## src/rtl/mat3_pkg.sv

```systemverilog
package mat3_pkg;
  // number of input lanes, output lanes and coefficient sets
  localparam int NLANE = 3;
  // register stages from input capture to output register
  localparam int LAT = 5;

  typedef struct packed {
    logic [NLANE-1:0] wrSel;  // one-hot coefficient set write strobe
  } mat3Strobe_t;
endpackage

```

## src/rtl/mat3_ctrl.sv

```systemverilog
module mat3_ctrl
  import mat3_pkg::*;
(
  input  logic        clk,
  input  logic        rstN,
  input  logic        inValid,
  input  logic [1:0]  coefWe,
  output mat3Strobe_t strb,
  output logic        outValid
);
  localparam int CNTW = $clog2(LAT + 1);

  logic [LAT-1:0]  validPipe;
  logic [CNTW-1:0] sinceRst;

  // decode the write code into a one-hot set strobe
  always_comb begin
    strb = '0;
    case (coefWe)
      2'b01:   strb.wrSel[0] = 1'b1;
      2'b10:   strb.wrSel[1] = 1'b1;
      2'b11:   strb.wrSel[2] = 1'b1;
      default: strb.wrSel    = '0;
    endcase
  end

  always_ff @(posedge clk or negedge rstN) begin
    if (!rstN) begin
      validPipe <= '0;
      sinceRst  <= '0;
    end else begin
      validPipe <= {validPipe[LAT-2:0], inValid};
      if (sinceRst != CNTW'(LAT)) sinceRst <= sinceRst + 1'b1;
    end
  end

  assign outValid = validPipe[LAT-1];

  // at most one set is written per cycle
  assert_one_set_R6: assert property (@(posedge clk) disable iff (!rstN)
    $onehot0(strb.wrSel));

  // the valid flag emerges exactly LAT cycles after it entered
  assert_valid_delay_R5: assert property (@(posedge clk) disable iff (!rstN)
    (sinceRst == CNTW'(LAT)) |-> (outValid == $past(inValid, LAT)));

  // reset holds the valid flag low
  always_ff @(posedge clk) begin
    if (!rstN) begin
      assert_reset_quiet_R1: assert (!outValid)
        else $error("outValid high during reset");
    end
  end
endmodule

```

## src/rtl/mat3_datapath.sv

```systemverilog
module mat3_datapath
  import mat3_pkg::*;
#(
  parameter int DW   = 12,
  parameter int CW   = 10,
  parameter int FRAC = 8
) (
  input  logic                 clk,
  input  logic                 rstN,
  input  mat3Strobe_t          strb,
  input  logic signed [DW-1:0] dIn [NLANE],
  input  logic signed [CW-1:0] kIn [NLANE],
  output logic signed [DW-1:0] res [NLANE]
);
  localparam int PW = DW + CW;               // one product
  localparam int SW = PW + $clog2(NLANE);    // sum of NLANE products
  localparam logic signed [SW-1:0] HALF = SW'(2 ** (FRAC - 1));

  logic signed [CW-1:0] bank   [NLANE][NLANE];  // [set][input]
  logic signed [DW-1:0] dataS1 [NLANE];
  logic signed [CW-1:0] coefS1 [NLANE][NLANE];
  logic signed [PW-1:0] prodS2 [NLANE][NLANE];
  logic signed [SW-1:0] pairS3 [NLANE];
  logic signed [PW-1:0] lastS3 [NLANE];
  logic signed [SW-1:0] sumS4  [NLANE];

  // stage 1: input sample capture
  for (genvar i = 0; i < NLANE; i++) begin : gIn
    always_ff @(posedge clk or negedge rstN) begin
      if (!rstN) dataS1[i] <= '0;
      else       dataS1[i] <= dIn[i];
    end
  end

  for (genvar s = 0; s < NLANE; s++) begin : gSet
    for (genvar i = 0; i < NLANE; i++) begin : gTerm
      // coefficient store, coefficient copy riding with the data, product
      always_ff @(posedge clk or negedge rstN) begin
        if (!rstN) begin
          bank[s][i]   <= '0;
          coefS1[s][i] <= '0;
          prodS2[s][i] <= '0;
        end else begin
          if (strb.wrSel[s]) bank[s][i] <= kIn[i];
          coefS1[s][i] <= strb.wrSel[s] ? kIn[i] : bank[s][i];
          prodS2[s][i] <= PW'(dataS1[i]) * PW'(coefS1[s][i]);
        end
      end

      // with no strobe for this set, its stored weights hold
      assert_bank_hold_R8: assert property (@(posedge clk) disable iff (!rstN)
        !strb.wrSel[s] |=> $stable(bank[s][i]));
    end

    // stages 3..5: two-level adder tree, then rounding into the output register
    always_ff @(posedge clk or negedge rstN) begin
      if (!rstN) begin
        pairS3[s] <= '0;
        lastS3[s] <= '0;
        sumS4[s]  <= '0;
        res[s]    <= '0;
      end else begin
        pairS3[s] <= SW'(prodS2[s][0]) + SW'(prodS2[s][1]);
        lastS3[s] <= prodS2[s][2];
        sumS4[s]  <= pairS3[s] + SW'(lastS3[s]);
        res[s]    <= DW'((sumS4[s] + HALF) >>> FRAC);
      end
    end
  end
endmodule

```

## src/rtl/mat3_mul.sv

```systemverilog
module mat3_mul
  import mat3_pkg::*;
#(
  parameter int DW   = 12,
  parameter int CW   = 10,
  parameter int FRAC = 8
) (
  input  logic          clk,
  input  logic          rstN,
  input  logic          inValid,
  input  logic [DW-1:0] aIn,
  input  logic [DW-1:0] bIn,
  input  logic [DW-1:0] cIn,
  input  logic [1:0]    coefWe,
  input  logic [CW-1:0] coefA,
  input  logic [CW-1:0] coefB,
  input  logic [CW-1:0] coefC,
  output logic          outValid,
  output logic [DW-1:0] xOut,
  output logic [DW-1:0] yOut,
  output logic [DW-1:0] zOut
);
  localparam int CNTW = $clog2(LAT + 1);

  mat3Strobe_t          strb;
  logic signed [DW-1:0] dVec [NLANE];
  logic signed [CW-1:0] kVec [NLANE];
  logic signed [DW-1:0] rVec [NLANE];
  logic [CNTW-1:0]      warmCnt;

  assign dVec[0] = aIn;
  assign dVec[1] = bIn;
  assign dVec[2] = cIn;
  assign kVec[0] = coefA;
  assign kVec[1] = coefB;
  assign kVec[2] = coefC;

  mat3_ctrl u_ctrl (
    .clk     (clk),
    .rstN    (rstN),
    .inValid (inValid),
    .coefWe  (coefWe),
    .strb    (strb),
    .outValid(outValid)
  );

  mat3_datapath #(.DW(DW), .CW(CW), .FRAC(FRAC)) u_dp (
    .clk (clk),
    .rstN(rstN),
    .strb(strb),
    .dIn (dVec),
    .kIn (kVec),
    .res (rVec)
  );

  assign xOut = rVec[0];
  assign yOut = rVec[1];
  assign zOut = rVec[2];

  // cycles since reset release, saturating, so the checks below only look back
  // over cycles that lie after reset
  always_ff @(posedge clk or negedge rstN) begin
    if (!rstN) warmCnt <= '0;
    else if (warmCnt != CNTW'(LAT)) warmCnt <= warmCnt + 1'b1;
  end

  // an all-zero vector yields all-zero results LAT cycles later,
  // whatever coefficients it met
  assert_zero_in_zero_out_R2: assert property (@(posedge clk) disable iff (!rstN)
    (warmCnt == CNTW'(LAT) && $past(aIn, LAT) == '0 && $past(bIn, LAT) == '0
     && $past(cIn, LAT) == '0) |-> (xOut == '0 && yOut == '0 && zOut == '0));

  // results change only as a consequence of data that entered earlier
  assert_quiet_pipe_R4: assert property (@(posedge clk) disable iff (!rstN)
    (warmCnt != CNTW'(LAT)) |-> (xOut == '0 && yOut == '0 && zOut == '0));
endmodule

```

## config.mk

```make
export PLATFORM = sky130hd
export DESIGN_NAME = mat3_mul
export DESIGN_NICKNAME = d
export VERILOG_FILES = /design/src/rtl/mat3_pkg.sv /design/src/rtl/mat3_ctrl.sv /design/src/rtl/mat3_datapath.sv /design/src/rtl/mat3_mul.sv
export SDC_FILE = /design/constraint.sdc
export NUM_CORES = 2
export LEC_CHECK = 0
export ABC_AREA = 1
export BUFFER_PORTS_ARGS = -buffer_cell sky130_fd_sc_hd__buf_2
export CAP_MARGIN = 20
export CORE_ASPECT_RATIO = 0.75
export CORE_MARGIN = 4
export CORE_UTILIZATION = 45
export CTS_CLUSTER_SIZE = 16
export DETAILED_ROUTE_END_ITERATION = 10
export RECOVER_POWER = 50
export SLEW_MARGIN = 20
export SYNTH_ARGS = -nofsm -noshare
export SYNTH_HDL_FRONTEND = slang
export SYNTH_SLANG_ARGS = --single-unit
```

## constraint.sdc

```tcl
create_clock -name clk -period 6.1 [get_ports clk]
set_input_delay 1.22 -clock clk [delete_from_list [all_inputs] [get_ports clk]]
set_output_delay 1.22 -clock clk [all_outputs]
set_load 0.005 [all_outputs]
```

# Yosys cells after proc, flatten, opt, wreduce, memory -nomap -nowiden
# Index checks and enable logic that the tools add are counted.
[classes] add_sub_neg=9 eq_ne=3 multipliers=9 mux=3
[ops] cell="12-bit by 10-bit multiplier with 20-bit output" count=9
[ops] cell="20-bit adder" count=6
[ops] cell="20-bit by 9-bit adder with 20-bit output, second input constant" count=3
[ops] cell="2-bit equality test, second input constant" count=2
[ops] cell="1-bit 2-to-1 mux" count=3
[ops] cell="2-bit by 1-bit equality test with 1-bit output, second input constant" count=1
[word_totals] elab_cells=58 register_bits=527

# Logic depth before layout (Yosys ltp)
[logic_depth] depth_word=2 depth_mapped=24 mapped_depth_nobuf=22

# Cells and area by module
# From an unflattened synthesis, not the netlist that was laid out.
[hier_totals] hier_cells=7570 hier_area_um2=61645.4
[modules_own_cells] mod="mat3_datapath" instances=1 cells_per_inst=7559 seq_area_each_um2=12537.0 area_per_inst_um2=61497.7
[modules_own_cells] mod="mat3_ctrl" instances=1 cells_per_inst=11 seq_area_each_um2=125.1 area_per_inst_um2=147.6

# Least setup slack after synthesis
# No wires, ideal clock.
[synth_timing] path_type="register to register" start="register u_dp.dataS1[23] (netlist bit)" end="register u_dp.prodS2[41] (netlist bit)" synth_period_minus_slack_ns=4.733 arrival_time_ns=4.616 path_buffers=2 t_required_ns=5.984 setup_slack_ns=1.367 setup_ns=0.116 stages_incl_launch_ff=20 cell_sequence="dfrtp_1 > buf_4 > clkbuf_1 > nand2_1 > fa_1 > inv_1 > fa_1 > fa_1 > fa_1 > inv_1 > fa_1 > inv_1 > ha_1 > a21o_1 > a21boi_0 > nand2_1 > a21oi_1 > inv_1 > nand2_1 > nand2_1"
[synth_between] elab_chain_len=1
[synth_rtl] element="from (decl)" line="mat3_datapath.sv:20" text="logic signed [DW-1:0] dataS1 [NLANE];"
[synth_rtl] element="from (signal, indexed assignment)" line="mat3_datapath.sv:31" text="else dataS1[i] <= dIn[i];"
[synth_rtl] element="12-bit by 10-bit multiplier with 20-bit output" line="mat3_datapath.sv:46" text="prodS2[s][i] <= PW'(dataS1[i]) * PW'(coefS1[s][i]);"
[synth_rtl] element="to (signal, indexed assignment)" line="mat3_datapath.sv:46"
[synth_rtl] element="to (decl)" line="mat3_datapath.sv:22" text="logic signed [PW-1:0] prodS2 [NLANE][NLANE];"
# Every way passes these cells.
# A chain may end at the register's enable or synchronous reset.

# Worst setup path after layout
[layout_timing] start="register u_dp.dataS1[1] (netlist bit)" end="register u_dp.prodS2[148] (netlist bit)"
# The elaborated chain is that of the path after synthesis.

==> Implementation_results.wiki <==
{| class="wikitable"
! Metric !! Value
|-
| Final worst-path setup slack || 0.399 ns
|-
| Clock Sinks || 506
|-
| Count of flip-flops with a built-in enable after synthesis || 0
|-
| Worst-skew pair later-pin latency || 0.71 ns
|-
| Crit. Startpoint || u_dp.dataS1[1]
|-
| Total stage count of the critical path || 16
|-
| Most used cells in the layout excluding fill and tap cells || 2031 x nand2_1, 1935 x inv_1, 885 x fa_1
|-
| Crit-path slowest cell || clkbuf_1
|-
| Result of the run || finished with violations
|-
| # H-tree levels || 2
|-
| Most used flip-flop cell after synthesis || dfrtp_1
|-
| RSZ-0062 raised after global routing || no
|-
| Total die area || 142000 um^2
|-
| Worst hold-check path type || flip-flop to flip-flop
|-
| Setup crit start kind || flip-flop
|-
| Buffers plus inverters on the worst setup path || 4
|-
| Post-cts resize count || 0
|-
| Number of violations of the max-capacitance limit || 7
|-
| Hold path depth || 0
|-
| Starting Density || 45.3%
|-
| Die Y-Extent || 328 um
|-
| Total congestion overflow after global routing || 0
|-
| Clock transition time at the flip-flop clock pins of the worst setup and hold paths || 0.07 ns
|-
| Fraction of layout instances using a drive strength above 1 || 3.76%
|-
| CORE AREA || 136000 um^2
|-
| Synth async-reset ratio || 100%
|-
| Routed wire length per instance || 17.3 um
|-
| Routed vias || about 47k
|-
| Count of input and output buffers || 107
|-
| # DRC || 0
|-
| Growth of design area from synthesis to finish || 7.17%
|-
| Number of global-route vias before repair || 47.0k
|-
| Cell repeated most along the worst path || fa_1
|-
| Clock period minus worst slack || 5.70 ns
|-
| Worst path arrival time || 6.23 ns
|-
| Die width || 434 um
|-
| Number of iterations in the first detailed-routing pass || 7
|-
| Instance count of the mapped netlist || around 7.6k
|-
| Mean instance size in the synthesized netlist || 8.05 um^2
|-
| Clk buf depth || 3
|-
| Global-route usage over all layers || around a quarter
|-
| Number of nets still failing antenna checks after routing || 0
|-
| Total Routed Length || 164 mm
|-
| Post-synthesis cell type count || 42
|-
| Clk_skew || 0.0638 ns
|-
| Setup Viol. Count Final || 0
|-
| Crit path required time || 6.63 ns
|-
| Number of nets produced by synthesis || between 9k and 10k
|-
| Max stage delay on crit path || 0.87 ns
|-
| Hold-fix buffers, CTS || 0
|-
| Count of buffers added by post-CTS timing repair for setup || 0
|-
| Largest net degree at the start of global routing || 101
|-
| CTS tree || built
|-
| Worst setup EP type || flip-flop
|-
| Root buffer cell || clkbuf_16
|-
| Total half-perimeter wirelength after legalization and detailed placement || 138 mm
|-
| Worst min-delay path startpoint || u_dp.prodS2[14]
|-
| Proportion of synthesized chip area in sequential cells || 20.6%
|-
| Violations in the final reports || max-capacitance violations, max-slew violations
|-
| Most frequent standard cell in the layout excluding fill and tap cells || nand2_1
|-
| Number of hold violations in the final report || 0
|-
| Top-Level Pins || 108
|-
| Total clock buffers created by CTS || 56
|-
| Total Nets Final || ~9.2k
|-
| Number of antenna violations at the first check in global routing || 10
|-
| Register-to-Register Path Depth || 16
|-
| First-pass GRT wire length || 264 mm
|-
| Warnings from Yosys || 0
|-
| Reg-to-Reg Start || u_dp.dataS1[1]
|-
| Synth Register Bits || 506
|-
| Worst setup timing slack at the placement stage || between 0.6 and 0.7 ns
|-
| Worst-case headroom to the max-slew limit || -103%
|-
| Combined area of all synthesized cells || 61400 um^2
|-
| Kind of cell adding the most delay to the critical path || adder cells
|-
| Share of the clock period used by the worst path after layout || 93.5%
|-
| Worst-path cell chain || clkbuf_1 -> nand2_1 -> fa_1 -> fa_1 -> inv_1 -> ha_1 -> fa_1 -> inv_1 -> fa_1 -> inv_1 -> ha_1 -> nand2_1 -> o211ai_1 -> nand3_1 -> nand3_1 -> nand2_1
|-
| Total Negative Setup Slacks || 0 ns
|-
| Number of max-slew violations in the final report || 413
|-
| Per-cell via count in the routed design || 4.96
|-
| Peak clock frequency supported by timing || 0.175 GHz
|-
| Category of the critical setup timing path || flip-flop to flip-flop
|-
| Crit-path max FO || 18
|-
| Final estimated routing congestion in global placement || 0.926
|-
| Measured slew at the worst slew-check pin || approximately 3 ns
|-
| Standard-cell row count || 117
|-
| Count of routing violations after the opening detailed-route iteration || 3489
|}
## worst paths after layout
kind | end | slack [ns]
max in group asynchronous | u_dp.prodS2[77] | 1.39
min | u_dp.lastS3[14] | 0.34
min in group asynchronous | u_dp.res[31] | 1.37
min reg2reg | u_dp.lastS3[14] | 0.34
max | u_dp.prodS2[148] | 0.40
max reg2reg | u_dp.prodS2[148] | 0.40
## cells in the mapped netlist (all sizes together) (13+ instances only)
cell type / count / share of area, %
a21oi: 278 / 2.3
xnor2: 41 / 0.59
fa: 885 / 29
nor2: 317 / 1.9
xor2: 185 / 2.6
nand4: 62 / 0.63
a21o: 14 / 0.17
buf: 21 / 0.18
inv: 1935 / 12
nand3: 257 / 2.2
clkbuf: 190 / 1.2
dfrtp: 506 / 21
o21ai: 246 / 2.0
a21boi: 13 / 0.17
nand2: 2033 / 12
nor3: 35 / 0.33
ha: 555 / 11
## per-stage QoR
step | util (%) | hold slack [ns] | area [um^2] | instances
6_report | 48.5 | 0.345 | 65800 | 9491
5_1_grt | 48.5 | 0.354 | 65800 | 9488
4_1_cts | 48.6 | 0.347 | 65900 | 9488
3_5_place_dp | 47.2 | 0.336 | 64000 | 9384
3_3_place_gp | 47.2 | 0.332 | 64000 | 9384
2_1_floorplan | - | 0.331 | 61400 | 7625
## routing by layer
| metal | track usage (%) | up-vias | routed length (um) | share of wire, % |
|---|---|---|---|---|
| met1 | 37.0 | 22900 | 80300 | 49 |
| met3 | 6.31 | 178 | 15300 | 9.3 |
| li1 | - | 22571 | - | - |
| met2 | 32.3 | 1428 | 64500 | 39 |
| met4 | 5.86 | 4 | 4070 | 2.5 |
| met5 | 0 | - | 27 | 0.016 |
## worst register-to-register path, delay by kind of cell, from the launching register on
kind | cells | cell delay (ns)
AO/OA/AOI/OAI | 1 | 0.44
adder cells (fa/ha/maj) | 6 | 2.56
buffers and inverters | 4 | 1.02
AND/OR/NAND/NOR | 5 | 0.84
flip-flops | 1 | 0.70
## state kept, by name, indices dropped and copies added, names as in the netlist
register,count
u_dp.dataS1,36
u_dp.bank,80
u_dp.prodS2,180
u_dp.res,36
u_dp.pairS3,60
u_ctrl.validPipe,5
u_dp.lastS3,60
u_dp.sumS4,39
u_dp.coefS1,10
## cell families after synthesis
group,synth area share (%)
adder cells (fa/ha/maj),40.2
XOR/XNOR,3.22
AO/OA/AOI/OAI,4.93
flip-flops,20.6
buffers and inverters,13.2
AND/OR/NAND/NOR,17.9
## final cells by class
| cell class | count | area (um^2) |
|---|---|---|
| Sequential cell | 506 | 12700 |
| Clock inverter | 34 | 388 |
| Timing Repair Buffer | 185 | 1130 |
| Inverter | 1935 | 7260 |
| Fill cell | 13250 | 69800 |
| Antenna cell | 3 | 7.51 |
| Clock buffer | 70 | 1520 |
| Tap cell | 1785 | 2230 |
| Multi-Input combinational cell | 4973 | 40600 |
Power is left out: the tool's default activity adds up to more than one toggle a clock period on the data nets, which glitch-free logic cannot reach.
